`src/rtl/bc_pkg.sv`:
```
package bc_pkg;
  typedef enum logic {CNT_BITS = 1'b0, CNT_ERRS = 1'b1} cnt_kind_e;
  localparam int NUM_CNT = 2;

  function automatic int bytes_for(input int width);
    return (width + 7) / 8;
  endfunction
endpackage

```
`src/rtl/bc_latch_edge.sv`:
```
module bc_latch_edge #(
  parameter int SYNC_STAGES = 2
) (
  input  logic clk,
  input  logic rst,
  input  logic req_async,
  output logic snap
);
  logic [SYNC_STAGES-1:0] sync_q;
  logic                   prev_q;

  always_ff @(posedge clk) begin
    if (rst) begin
      sync_q <= '0;
      prev_q <= 1'b0;
    end else begin
      sync_q <= {sync_q[SYNC_STAGES-2:0], req_async};
      prev_q <= sync_q[SYNC_STAGES-1];
    end
  end

  assign snap = sync_q[SYNC_STAGES-1] & ~prev_q;

  // the snapshot strobe lasts one cycle per rising edge
  assert_snap_single_R5: assert property (@(posedge clk) disable iff (rst)
    snap |=> !snap);
endmodule

```
`src/rtl/bc_live_counter.sv`:
```
module bc_live_counter #(
  parameter int CNT_W = 48
) (
  input  logic             clk,
  input  logic             rst,
  input  logic             cnt_en,
  input  logic             snap,
  input  logic             clr_ovf,
  output logic [CNT_W-1:0] held,
  output logic             ovf
);
  localparam logic [CNT_W-1:0] ONE = CNT_W'(1);

  logic [CNT_W-1:0] live;
  logic             wrap;

  assign wrap = cnt_en & ~snap & (live == '1);

  always_ff @(posedge clk) begin
    if (rst) begin
      live <= '0;
      held <= '0;
    end else if (snap) begin
      held <= live;
      live <= cnt_en ? ONE : '0;
    end else if (cnt_en) begin
      live <= live + ONE;
    end
  end

  always_ff @(posedge clk) begin
    if (rst)          ovf <= 1'b0;
    else if (wrap)    ovf <= 1'b1;
    else if (clr_ovf) ovf <= 1'b0;
  end

  assert_snap_copies_R5: assert property (@(posedge clk) disable iff (rst)
    snap |=> held == $past(live));

  assert_same_edge_R6: assert property (@(posedge clk) disable iff (rst)
    (snap && cnt_en) |=> live == ONE);

  assert_wrap_zero_R3: assert property (@(posedge clk) disable iff (rst)
    (cnt_en && !snap && live == '1) |=> (live == '0 && ovf));

  assert_ovf_sticky_R4: assert property (@(posedge clk) disable iff (rst)
    (ovf && !clr_ovf) |=> ovf);
endmodule

```
`src/rtl/bc_read_mux.sv`:
```
module bc_read_mux #(
  parameter int CNT_W     = 48,
  parameter int ADDR_W    = 4,
  parameter int BASE_ADDR = 10
) (
  input  logic              clk,
  input  logic              rst,
  input  logic [ADDR_W-1:0] rd_addr,
  input  logic              rd_sel,
  input  logic [CNT_W-1:0]  held_bits,
  input  logic [CNT_W-1:0]  held_errs,
  output logic [7:0]        rd_data
);
  localparam int NBYTES = bc_pkg::bytes_for(CNT_W);
  localparam int PAD_W  = NBYTES * 8;

  logic [PAD_W-1:0] pad_sel;
  logic             in_win;
  int               idx;

  always_comb begin
    pad_sel = '0;
    pad_sel[CNT_W-1:0] = rd_sel ? held_errs : held_bits;
    idx    = int'(rd_addr) - BASE_ADDR;
    in_win = (idx >= 0) && (idx < NBYTES);
  end

  always_ff @(posedge clk) begin
    if (rst)         rd_data <= 8'h00;
    else if (in_win) rd_data <= pad_sel[idx*8 +: 8];
    else             rd_data <= 8'h00;
  end

  assert_outside_zero_R8: assert property (@(posedge clk) disable iff (rst)
    (int'(rd_addr) < BASE_ADDR || int'(rd_addr) >= BASE_ADDR + NBYTES)
      |=> rd_data == 8'h00);
endmodule

```
`src/rtl/bc_ber_counters.sv`:
```
module bc_ber_counters #(
  parameter int CNT_W     = 48,
  parameter int ADDR_W    = 4,
  parameter int BASE_ADDR = 10
) (
  input  logic              clk,
  input  logic              rst,
  input  logic              rx_en,
  input  logic              err_flag,
  input  logic              los,
  input  logic              latch_req,
  input  logic [1:0]        ovf_clr,
  input  logic [ADDR_W-1:0] rd_addr,
  input  logic              rd_sel,
  output logic [7:0]        rd_data,
  output logic              bit_ovf,
  output logic              err_ovf
);
  import bc_pkg::*;

  logic                 snap;
  logic [NUM_CNT-1:0]   cnt_en;
  logic [NUM_CNT-1:0]   ovf_vec;
  logic [CNT_W-1:0]     held [NUM_CNT];

  bc_latch_edge #(.SYNC_STAGES(2)) u_edge (
    .clk(clk), .rst(rst), .req_async(latch_req), .snap(snap)
  );

  for (genvar g = 0; g < NUM_CNT; g++) begin : g_cnt
    if (cnt_kind_e'(g) == CNT_BITS) begin : g_bits
      assign cnt_en[g] = rx_en;
    end else begin : g_errs
      assign cnt_en[g] = rx_en & err_flag & ~los;
    end

    bc_live_counter #(.CNT_W(CNT_W)) u_cnt (
      .clk(clk), .rst(rst), .cnt_en(cnt_en[g]), .snap(snap),
      .clr_ovf(ovf_clr[g]), .held(held[g]), .ovf(ovf_vec[g])
    );
  end

  bc_read_mux #(.CNT_W(CNT_W), .ADDR_W(ADDR_W), .BASE_ADDR(BASE_ADDR)) u_rd (
    .clk(clk), .rst(rst), .rd_addr(rd_addr), .rd_sel(rd_sel),
    .held_bits(held[CNT_BITS]), .held_errs(held[CNT_ERRS]), .rd_data(rd_data)
  );

  assign bit_ovf = ovf_vec[CNT_BITS];
  assign err_ovf = ovf_vec[CNT_ERRS];
endmodule

```
`config.mk`:
```
export PLATFORM = sky130hd
export DESIGN_NAME = bc_ber_counters
export DESIGN_NICKNAME = d
export VERILOG_FILES = /design/src/rtl/bc_pkg.sv /design/src/rtl/bc_latch_edge.sv /design/src/rtl/bc_live_counter.sv /design/src/rtl/bc_read_mux.sv /design/src/rtl/bc_ber_counters.sv
export SDC_FILE = /design/constraint.sdc
export NUM_CORES = 1
export LEC_CHECK = 0
export BUFFER_PORTS_ARGS = -buffer_cell sky130_fd_sc_hd__buf_2
export CELL_PAD_IN_SITES_DETAIL_PLACEMENT = 1
export CELL_PAD_IN_SITES_GLOBAL_PLACEMENT = 2
export CORE_UTILIZATION = 38
export CTS_CLUSTER_DIAMETER = 80
export DETAILED_ROUTE_END_ITERATION = 10
export PLACE_DENSITY_LB_ADDON = 0.1
export SYNTH_ARGS = -nofsm -noshare
export SYNTH_HDL_FRONTEND = slang
export SYNTH_SLANG_ARGS = --single-unit
```
`constraint.sdc`:
```
create_clock -name clk -period 2.55 [get_ports clk]
set_clock_uncertainty 0.15 [all_clocks]
set_input_delay 0.1275 -clock clk [delete_from_list [all_inputs] [get_ports clk]]
set_output_delay 0.1275 -clock clk [all_outputs]
set_load 0.005 [all_outputs]
```
======== Word level (Yosys, flattened, before mapping) ========
Cells that the tools add are included.
word-level totals
  input bits .............................. 13
  logic and storage cells ................. 45
  register bits ........................... 205
  output and inout bits ................... 10
cells by class
  reduce and logical (&&, ||, !) cells .... 6
  multiplexer cells ....................... 11
  eq/ne operators ......................... 2
  bitwise operators ....................... 11
  order comparisons ....................... 2
  add/subtract/negate cells ............... 3
  shift operators ......................... 1
operator list
  kind                                                          number
  2-to-1 mux 48 bit                                             5
  adder 48 x 1 -> 48 bit (second input constant)                2
  == test 48 bit (second input constant)                        2
  variable part select 48 x 32 -> 8 bit                         1
  >= comparator 32 x 1 -> 1 bit (second input constant)         1
  less-than comparator 32 x 4 -> 1 bit (second input constant)  1
  nonzero test 2 bit                                            4
  bitwise AND 1 bit                                             7
  2-to-1 mux 1 bit                                              6
  subtractor 4 x 4 -> 5 bit (second input constant)             1
  inverter 1 bit                                                4
  OR reduction 2 bit                                            1
  logical AND 1 bit                                             1

======== Depth between registers and ports, before layout ========
Gate-level depths: netlist of the first run.
  depth in word-level cells ............... 6
  gate-level depth with buffers ........... 8
  mapped depth without buffers ............ 6

======== Hierarchy ========
From an unflattened synthesis of the first run, not the netlist that was laid out.
unflattened totals
  cells, all modules ...................... 961
  area, all modules ....................... 9069.9 um^2
by module, submodules not included
  module                             times used  seq. area each (um^2)  cells an instance  area each (um^2)
  bc_live_counter at g_cnt[0].u_cnt  1           1941.9                 432                3971.3
  bc_live_counter at g_cnt[1].u_cnt  1           1941.9                 422                3918.8
  bc_read_mux                        1           160.2                  99                 1083.5
  bc_latch_edge                      1           60.1                   7                  87.6
  bc_ber_counters                    1           0.0                    1                  8.8

======== Least setup slack after synthesis of the first run ========
Ideal clock, no wire load.
  path kind ............................... reg2reg
  from .................................... reg g_cnt[1].u_cnt.live[19]
  to ...................................... reg g_cnt[1].u_cnt.live[47]
  data required time ...................... 2.330 ns
  stages on the path, launching flop included .. 6
  setup time .............................. 0.070 ns
  path buffers ............................ 0
  period minus slack after synthesis ...... 2.242 ns
  arrival time ............................ 2.022 ns
  path slack .............................. 0.308 ns
  path through ............................ dfxtp_1 nand4_2 or4_4 or4_1 or3_1 a21oi_1
on the way
  word-level cells in the longest chain between the ends .. 3
ends and longest elaborated chain
  element                   line                   RTL
  start: declaration        bc_live_counter.sv:14  logic [CNT_W-1:0] live;
  start signal: assignment  bc_live_counter.sv:25  live <= cnt_en ? ONE : '0;
  start signal: assignment  bc_live_counter.sv:27  live <= live + ONE;
  adder 48 x 1 -> 48 bit    bc_live_counter.sv:27
  2-to-1 mux 48 bit         bc_live_counter.sv:26  end else if (cnt_en) begin
  2-to-1 mux 48 bit         bc_live_counter.sv:23  end else if (snap) begin
No other way between the ends. The select of a mux whose other input is x is not followed.
A chain may end at the register's enable or synchronous reset.

======== Final worst setup path of the first run ========
  from .................................... reg g_cnt[1].u_cnt.live[24]
  to ...................................... reg g_cnt[1].u_cnt.live[47]
Same word-level chain as after synthesis.

==> results of run 1 <==
[worst register-to-register path: cells and delay by family (launching register included)]
family          cells  cell delay (ns)
compound gates      1             0.14
simple gates        4             1.63
flops               1             0.40
[cells in the final DEF (no fill, tap or decap), types with 2 or more instances in the layout]
master,n
xor2_1,34
nor2_1,78
a21oi_1,126
dlygate4sd3_1,6
o22ai_1,8
o21ai_0,25
nand2b_4,2
clkbuf_1,7
nand4_1,48
and3_1,12
buf_4,44
nor4_1,20
nand3b_1,2
clkinv_2,4
clkbuf_8,5
buf_2,21
buf_12,3
or2_2,2
bufinv_16,2
nor3_1,11
or4_1,12
mux2i_1,10
nand3_1,35
clkbuf_16,25
xnor2_1,26
nor2b_1,3
inv_1,19
o211ai_1,3
ha_1,3
nand2_1,235
dfxtp_1,205
or3_1,26
o31ai_1,8
mux4_2,24
and4_1,6
and2_1,4
[path summary, 6_finish.rpt]
kind / from / endpoint / slack [ns] / cells after the start
worst max-delay path: g_cnt[1].u_cnt.live[24] / g_cnt[1].u_cnt.live[47] / 0.16 / 5
worst max register to register: g_cnt[1].u_cnt.live[24] / g_cnt[1].u_cnt.live[47] / 0.16 / 5
worst min-delay path: rd_addr[2] / u_rd.rd_data[4] / 0.05 / 3
worst min register to register: g_cnt[1].u_cnt.held[45] / g_cnt[1].u_cnt.held[45] / 0.30 / 2
[final cells by class]
| class | instances | share of cell area [%] |
|---|---|---|
| Multi-Input combinational cell | 771 | 43.1 |
| Sequential cell | 205 | 39.4 |
| Clock buffer | 37 | 6.92 |
| Timing Repair Buffer | 74 | 5.33 |
| Tap cell | 313 | 3.76 |
| Clock inverter | 6 | 0.769 |
| Inverter | 20 | 0.721 |
[metrics by stage]
step           power (mW)  util (%)
6_report             6.92      45.7
5_1_grt              7.17      45.7
4_1_cts              7.03      45.7
3_5_place_dp         3.50      41.9
3_3_place_gp         3.49      41.9
2_1_floorplan        3.42         -
[state kept, by name, indices dropped and copies added, names as in the netlist]
register	cells
u_edge.sync_q	2
u_edge.prev_q	1
g_cnt.u_cnt.ovf	2
u_rd.rd_data	8
g_cnt.u_cnt.held	96
g_cnt.u_cnt.live	96
[cells by family after synthesis]
group	Yosys count	synth area share, %
AOI/OAI and AO/OA	170	10.0
xor gates and xnor gates	60	5.92
muxes	34	7.21
buffers and inverters	83	3.52
adders and majority gates	3	0.423
DFF	205	46.2
and+or+nand+nor	504	26.7
[repair_timing]
action	CTS	global route
setup endpoints to repair	0	0
hold endpoints to repair	16	0
hold buffers	6	0
[per-layer routing]
metal | global-route usage [%] | up-vias
li1 | - | 3761
met4 | 6.32 | 0
met3 | 2.84 | 37
met5 | 0 | -
met1 | 31.5 | 3567
met2 | 34.4 | 71
[power groups by stage]
stage / combinational (mW) / clock (mW) / sequential (mW)
floorplan: 0.139 / 0 / 3.28
CTS: 0.216 / 3.59 / 3.22
detailed placement: 0.208 / 0 / 3.29
global placement: 0.207 / 0 / 3.29
global route: 0.232 / 3.72 / 3.22
finish: 0.212 / 3.49 / 3.22
==> metrics.csv, run 1 <==
stage;metric;value;unit
worst_setup_path;Largest delay share family, worst path;simple AND/OR/NAND/NOR gates;
worst_setup_path;Crit. End Element;flop;
detailed_routing;DR WL/cell;17.9;um
layout;storage element area;0.00410;mm^2
detailed_routing;Detailed Routing Iterations Pass 1;4;
sta;setup TNS;0;ns
worst_setup_path;critical path's slowest cell;or4_4;
placement;global placer's final weighted congestion;0.818;
cts;CTS tree;done;
global_routing;initial antenna violation count;0;
cts;TritonCTS buffer count;24;
power_and_ir_drop;sw frac;21.9;%
layout;n_diodes;0;
cts;clock sink count;205;
die;I/O pins;23;
cts;Resized Gates After CTS;0;
power_and_ir_drop;Comb power frac;3.1;%
sta;unrepaired setup endpoints after global routing;false;
sta;FMAX;419;MHz
power_and_ir_drop;VDD IR-drop max;449;uV
logic_synthesis;Post-synth EDFFs;0;
global_routing;largest net degree at the start of global routing;98;
worst_setup_path;critical path type;reg2reg;
worst_setup_path;Worst Path Buf+Inv;0;
sta;post-route setup slack;0.163;ns
detailed_routing;Vias;7436;
layout;final cell count without fillers;1426;
layout;Multi-input gate area;0.00449;mm^2
sta;worst slew pin tran;0.746;ns
layout;design area;0.0104;mm^2
detailed_routing;DR WL met3;671;um
layout;share of layout cells above drive strength 1;12.5;%
power_and_ir_drop;Leak;3.39;nW
logic_synthesis;cell with the most instances after synthesis;nand2_1;
detailed_routing;Vias/cell;5.21;
hold_path;Hold Path Class;in2reg;
cts;Post-CTS Setup Bufs;0;
sta;Fin. Hold Viols;0;
layout;final net count;1112;
power_and_ir_drop;P_sw;1.51;mW
cts;CTS Buffer Depth;3;
detailed_routing;post-route ant nets;0;
power_and_ir_drop;cell internal pwr;5.41;mW
die;row cnt;55;
placement;post-DP HPWL;17.9;mm
cts;clk slew on worst S/H paths;0.06;ns
worst_setup_path;CP cell instances;nand4_1, or4_4, or4_1, or3_1, a21oi_1;
job;maxcap violations;0;
logic_synthesis;top cells by area, synth;dfxtp_1 46%, nand2_1 9.9%, a21oi_1 7.1%, mux4_2 6.1%, nand4_1 3.4%;
detailed_routing;Routed met1 length;13.0;mm
detailed_routing;total wire length;25.5;mm
sta;WHS;0.0465;ns
die;core area;0.0228;mm^2
logic_synthesis;Seq cells post-synth;205;
placement;Placement Setup Slack;0.184;ns
sta;final worst-path cycle share;93.6;%
cts;clk root buf;clkbuf_16;
power_and_ir_drop;pwr/cell area;665;mW/mm^2
die;overall die height;155;um
logic_synthesis;post-synthesis sequential area ratio;46.2;%
cts;worst-skew pair later-pin latency;0.51;ns
logic_synthesis;Post-Syn Area;0.00888;mm^2
layout;filler cell count;2698;
layout;area delta synth->final;17.3;%
logic_synthesis;Yosys warnings;0;
global_routing;GR Overflow Total;0;
logic_synthesis;Synth area leader;dfxtp_1;
power_and_ir_drop;register share of total power;46.5;%
worst_setup_path;CP max stage delay;0.60;ns
sta;final setup vio count;0;
cts;htree depth;1;
logic_synthesis;Post-Syn Instances;1059;
die;starting density of the core;39.0;%
logic_synthesis;Synth async-reset ratio;0;%
placement;DP Area;0.00955;mm^2
run_status;status;finished, final reports clean;
worst_setup_path;crit start category;flop;
detailed_routing;routed length on met2;11.2;mm
die;Die X;155;um
sta;Final min period;2.39;ns
detailed_routing;DRC viols;0;
logic_synthesis;Synth top cells by count;235 x nand2_1, 205 x dfxtp_1, 126 x a21oi_1, 78 x nor2_1, 51 x clkbuf_1;
detailed_routing;uppermost routed layer;met4;
sta;Slew Limit Fails;0;
placement;port bufs;22;
logic_synthesis;Mapped Nets;1075;
global_routing;first-pass GRT wire length;42.0;mm
logic_synthesis;mean area per synthesized cell;8.39;um^2
power_and_ir_drop;clock share of power;50.5;%
global_routing;number of global-route vias before repair;7588;
die;die footprint;0.0240;mm^2
placement;Placed Cells;1377;
worst_setup_path;critical path arrival;2.68;ns
logic_synthesis;Yosys top cell area share;46.2;%
sta;Slew HR;50.3;%
detailed_routing;Iter 0 DRT Violations;364;
global_routing;total track usage;22.0;%
worst_setup_path;Required @ worst endpoint;2.84;ns
logic_synthesis;Netlist cell types;38;
logic_synthesis;most common flop cell mapped by yosys;dfxtp_1;
worst_setup_path;CP max FO;5;
(Power assumes the default switching activity.)
==> run 2, diff against run 1 <==
CORE_ASPECT_RATIO = 0.5   (was default)
==> run 2 against run 1 <==
  * Final area fell by 0.26%
  * Hold slack improved by 0.064 ns
  * Sequential share of layout area rose by 0.10 points
  * Die area rose by 0.16%
  * Utilization fell by 0.34 points
  * Highest routed layer unchanged
==> metrics.csv, run 2 (synthesis gave the netlist of run 1 again) <==
stage;metric;value;unit;change
sta;Fin. Hold Viols;0;;unchanged
power_and_ir_drop;Leak;3.38;nW;was 3.39 nW
worst_setup_path;Required @ worst endpoint;2.84;ns;about the same
worst_setup_path;critical path's slowest cell;or4_4;;unchanged
die;overall die height;110;um;was 155 um
cts;CTS tree;done;;unchanged
detailed_routing;Vias/cell;5.42;;was 5.21
global_routing;GR Overflow Total;0;;unchanged
sta;final worst-path cycle share;93.0;%;was 93.6%
power_and_ir_drop;clock share of power;49.9;%;was 50.5%
placement;Placed Cells;1371;;was 1377
layout;storage element area;0.00410;mm^2;unchanged
layout;share of layout cells above drive strength 1;12.3;%;was 12.5%
sta;FMAX;422;MHz;was 419 MHz
hold_path;Hold Path Class;in2reg;;unchanged
die;core area;0.0229;mm^2;was 0.0228 mm^2
layout;most frequent cells in the layout;235 x nand2_1, 205 x dfxtp_1, 126 x a21oi_1;;unchanged
die;I/O pins;23;;unchanged
placement;port bufs;22;;unchanged
worst_setup_path;CP max stage delay;0.59;ns;was 0.60 ns
detailed_routing;Iter 0 DRT Violations;576;;was 364
detailed_routing;DRC viols;0;;unchanged
placement;post-DP HPWL;19.4;mm;was 17.9 mm
cts;clk slew on worst S/H paths;0.07;ns;was 0.06 ns
detailed_routing;Detailed Routing Iterations Pass 1;5;;was 4
sta;setup TNS;0;ns;unchanged
global_routing;number of global-route vias before repair;7255;;was 7588
worst_setup_path;Worst Path Buf+Inv;0;;unchanged
cts;Resized Gates After CTS;0;;unchanged
global_routing;initial antenna violation count;0;;unchanged
sta;unrepaired setup endpoints after global routing;false;;unchanged
layout;filler cell count;2690;;was 2698
job;maxcap violations;0;;unchanged
power_and_ir_drop;sw frac;21.7;%;was 21.9%
layout;Multi-input gate area;0.00449;mm^2;unchanged
layout;final cell count without fillers;1417;;was 1426
detailed_routing;post-route ant nets;0;;unchanged
sta;final setup vio count;0;;unchanged
sta;worst slew pin tran;0.625;ns;was 0.746 ns
worst_setup_path;critical path type;reg2reg;;unchanged
cts;Hold Buf Count CTS;10;;was 6
power_and_ir_drop;register share of total power;47.0;%;was 46.5%
layout;most common cell after layout, fill and taps aside;nand2_1;;unchanged
layout;final net count;1112;;unchanged
run_status;status;finished, final reports clean;;unchanged
worst_setup_path;Largest delay share family, worst path;simple AND/OR/NAND/NOR gates;;unchanged
layout;fin util;45.4;%;was 45.7%
sta;Final min period;2.37;ns;was 2.39 ns
die;row cnt;39;;was 55
cts;TritonCTS buffer count;20;;was 24
worst_setup_path;CP max FO;5;;unchanged
power_and_ir_drop;pwr/cell area;659;mW/mm^2;was 665 mW/mm^2
sta;Slew HR;57.9;%;was 50.3%
worst_setup_path;critical path arrival;2.66;ns;was 2.68 ns
cts;htree depth;1;;unchanged
cts;CTS Buffer Depth;3;;unchanged
layout;area delta synth->final;16.9;%;was 17.3%
power_and_ir_drop;Comb power frac;3.1;%;about the same
power_and_ir_drop;P_sw;1.49;mW;was 1.51 mW
worst_setup_path;Crit. End Element;flop;;unchanged
cts;worst-skew pair later-pin latency;0.51;ns;about the same
layout;Largest regs;g_cnt.u_cnt.held x96, g_cnt.u_cnt.live x96, u_rd.rd_data x8;;unchanged
detailed_routing;DR WL/cell;19.3;um;was 17.9 um
power_and_ir_drop;VDD IR-drop max;506;uV;was 449 uV
cts;clk root buf;clkbuf_16;;unchanged
detailed_routing;total wire length;27.3;mm;was 25.5 mm
worst_setup_path;crit start category;flop;;unchanged
power_and_ir_drop;cell internal pwr;5.36;mW;was 5.41 mW
cts;clock sink count;205;;unchanged
cts;Post-CTS Setup Bufs;0;;unchanged
global_routing;first-pass GRT wire length;42.6;mm;was 42.0 mm
global_routing;total track usage;23.1;%;was 22.0%
die;die footprint;0.0240;mm^2;about the same
sta;Slew Limit Fails;0;;unchanged
global_routing;largest net degree at the start of global routing;99;;was 98
worst_setup_path;CP cell instances;nand4_1, or4_4, or4_1, or3_1, a21oi_1;;unchanged
die;starting density of the core;38.8;%;was 39.0%
layout;n_diodes;0;;unchanged
die;Die X;218;um;was 155 um
placement;global placer's final weighted congestion;0.825;;was 0.818
detailed_routing;Vias;7675;;was 7436
==> run 2: cell types whose count changed in the layout (fill, tap and decap cells not counted), sizes merged <==
cell and change:
clkinv -2, dlygate4sd3 +4, bufinv +2, clkinvlp +1
clkbuf -8
==> run 2: worst register-to-register path, delay by kind of cell, from the launching register on <==
family	cells	cell delay, ns
flops	1	0.41
compound gates	1	0.14
simple gates	4	1.61
==> run 2: final cells by class <==
cell class / instances / share of cell area, %
clock inverter: 7 / 1.32
tap: 307 / 3.70
timing repair buffer: 78 / 5.61
inverter: 20 / 0.723
clock buffer: 29 / 5.93
multi-input combinational: 771 / 43.2
sequential: 205 / 39.5
==> run 2: path summary, 6_finish.rpt <==
path,start,to,slack (ns),cells after the start
worst max-delay path,g_cnt[1].u_cnt.live[24],g_cnt[1].u_cnt.live[47],0.18,5
worst min-delay path,los,g_cnt[1].u_cnt.live[1],0.11,5
worst max register to register,g_cnt[1].u_cnt.live[24],g_cnt[1].u_cnt.live[47],0.18,5
worst min register to register,u_edge.sync_q[0],u_edge.sync_q[1],0.30,1
==> run 2: routing by layer <==
layer  wire length (um)  part of all wire (%)  up-vias  GRT usage (%)
li1                   -                     -     3779              -
met4                268                  0.98        0           2.90
met2              10700                    39      104           31.9
met3               1120                   4.1       21           3.87
met1              15200                    56     3771           37.4
met5                  0                     0        -              0
==> run 2: metrics by stage <==
step	total power [mW]	hold slack [ns]	instance area, um^2	worst slack [ns]
final	6.84	0.111	10400	0.179
after global routing	7.10	0.116	10400	0.0707
after CTS	6.93	0.0983	10400	0.189
after detailed placement	3.49	0.198	9530	0.206
after global placement	3.49	0.194	9530	0.238
after floorplan	3.42	0.106	8880	0.308
==> run 2: power by group through the flow <==
stage / Sequential (mW) / Clock, mW / Combinational [mW]
2_1_floorplan: 3.28 / 0 / 0.139
3_3_place_gp: 3.29 / 0 / 0.202
3_5_place_dp: 3.29 / 0 / 0.206
4_1_cts: 3.21 / 3.50 / 0.219
5_1_grt: 3.21 / 3.65 / 0.236
6_report: 3.21 / 3.41 / 0.216
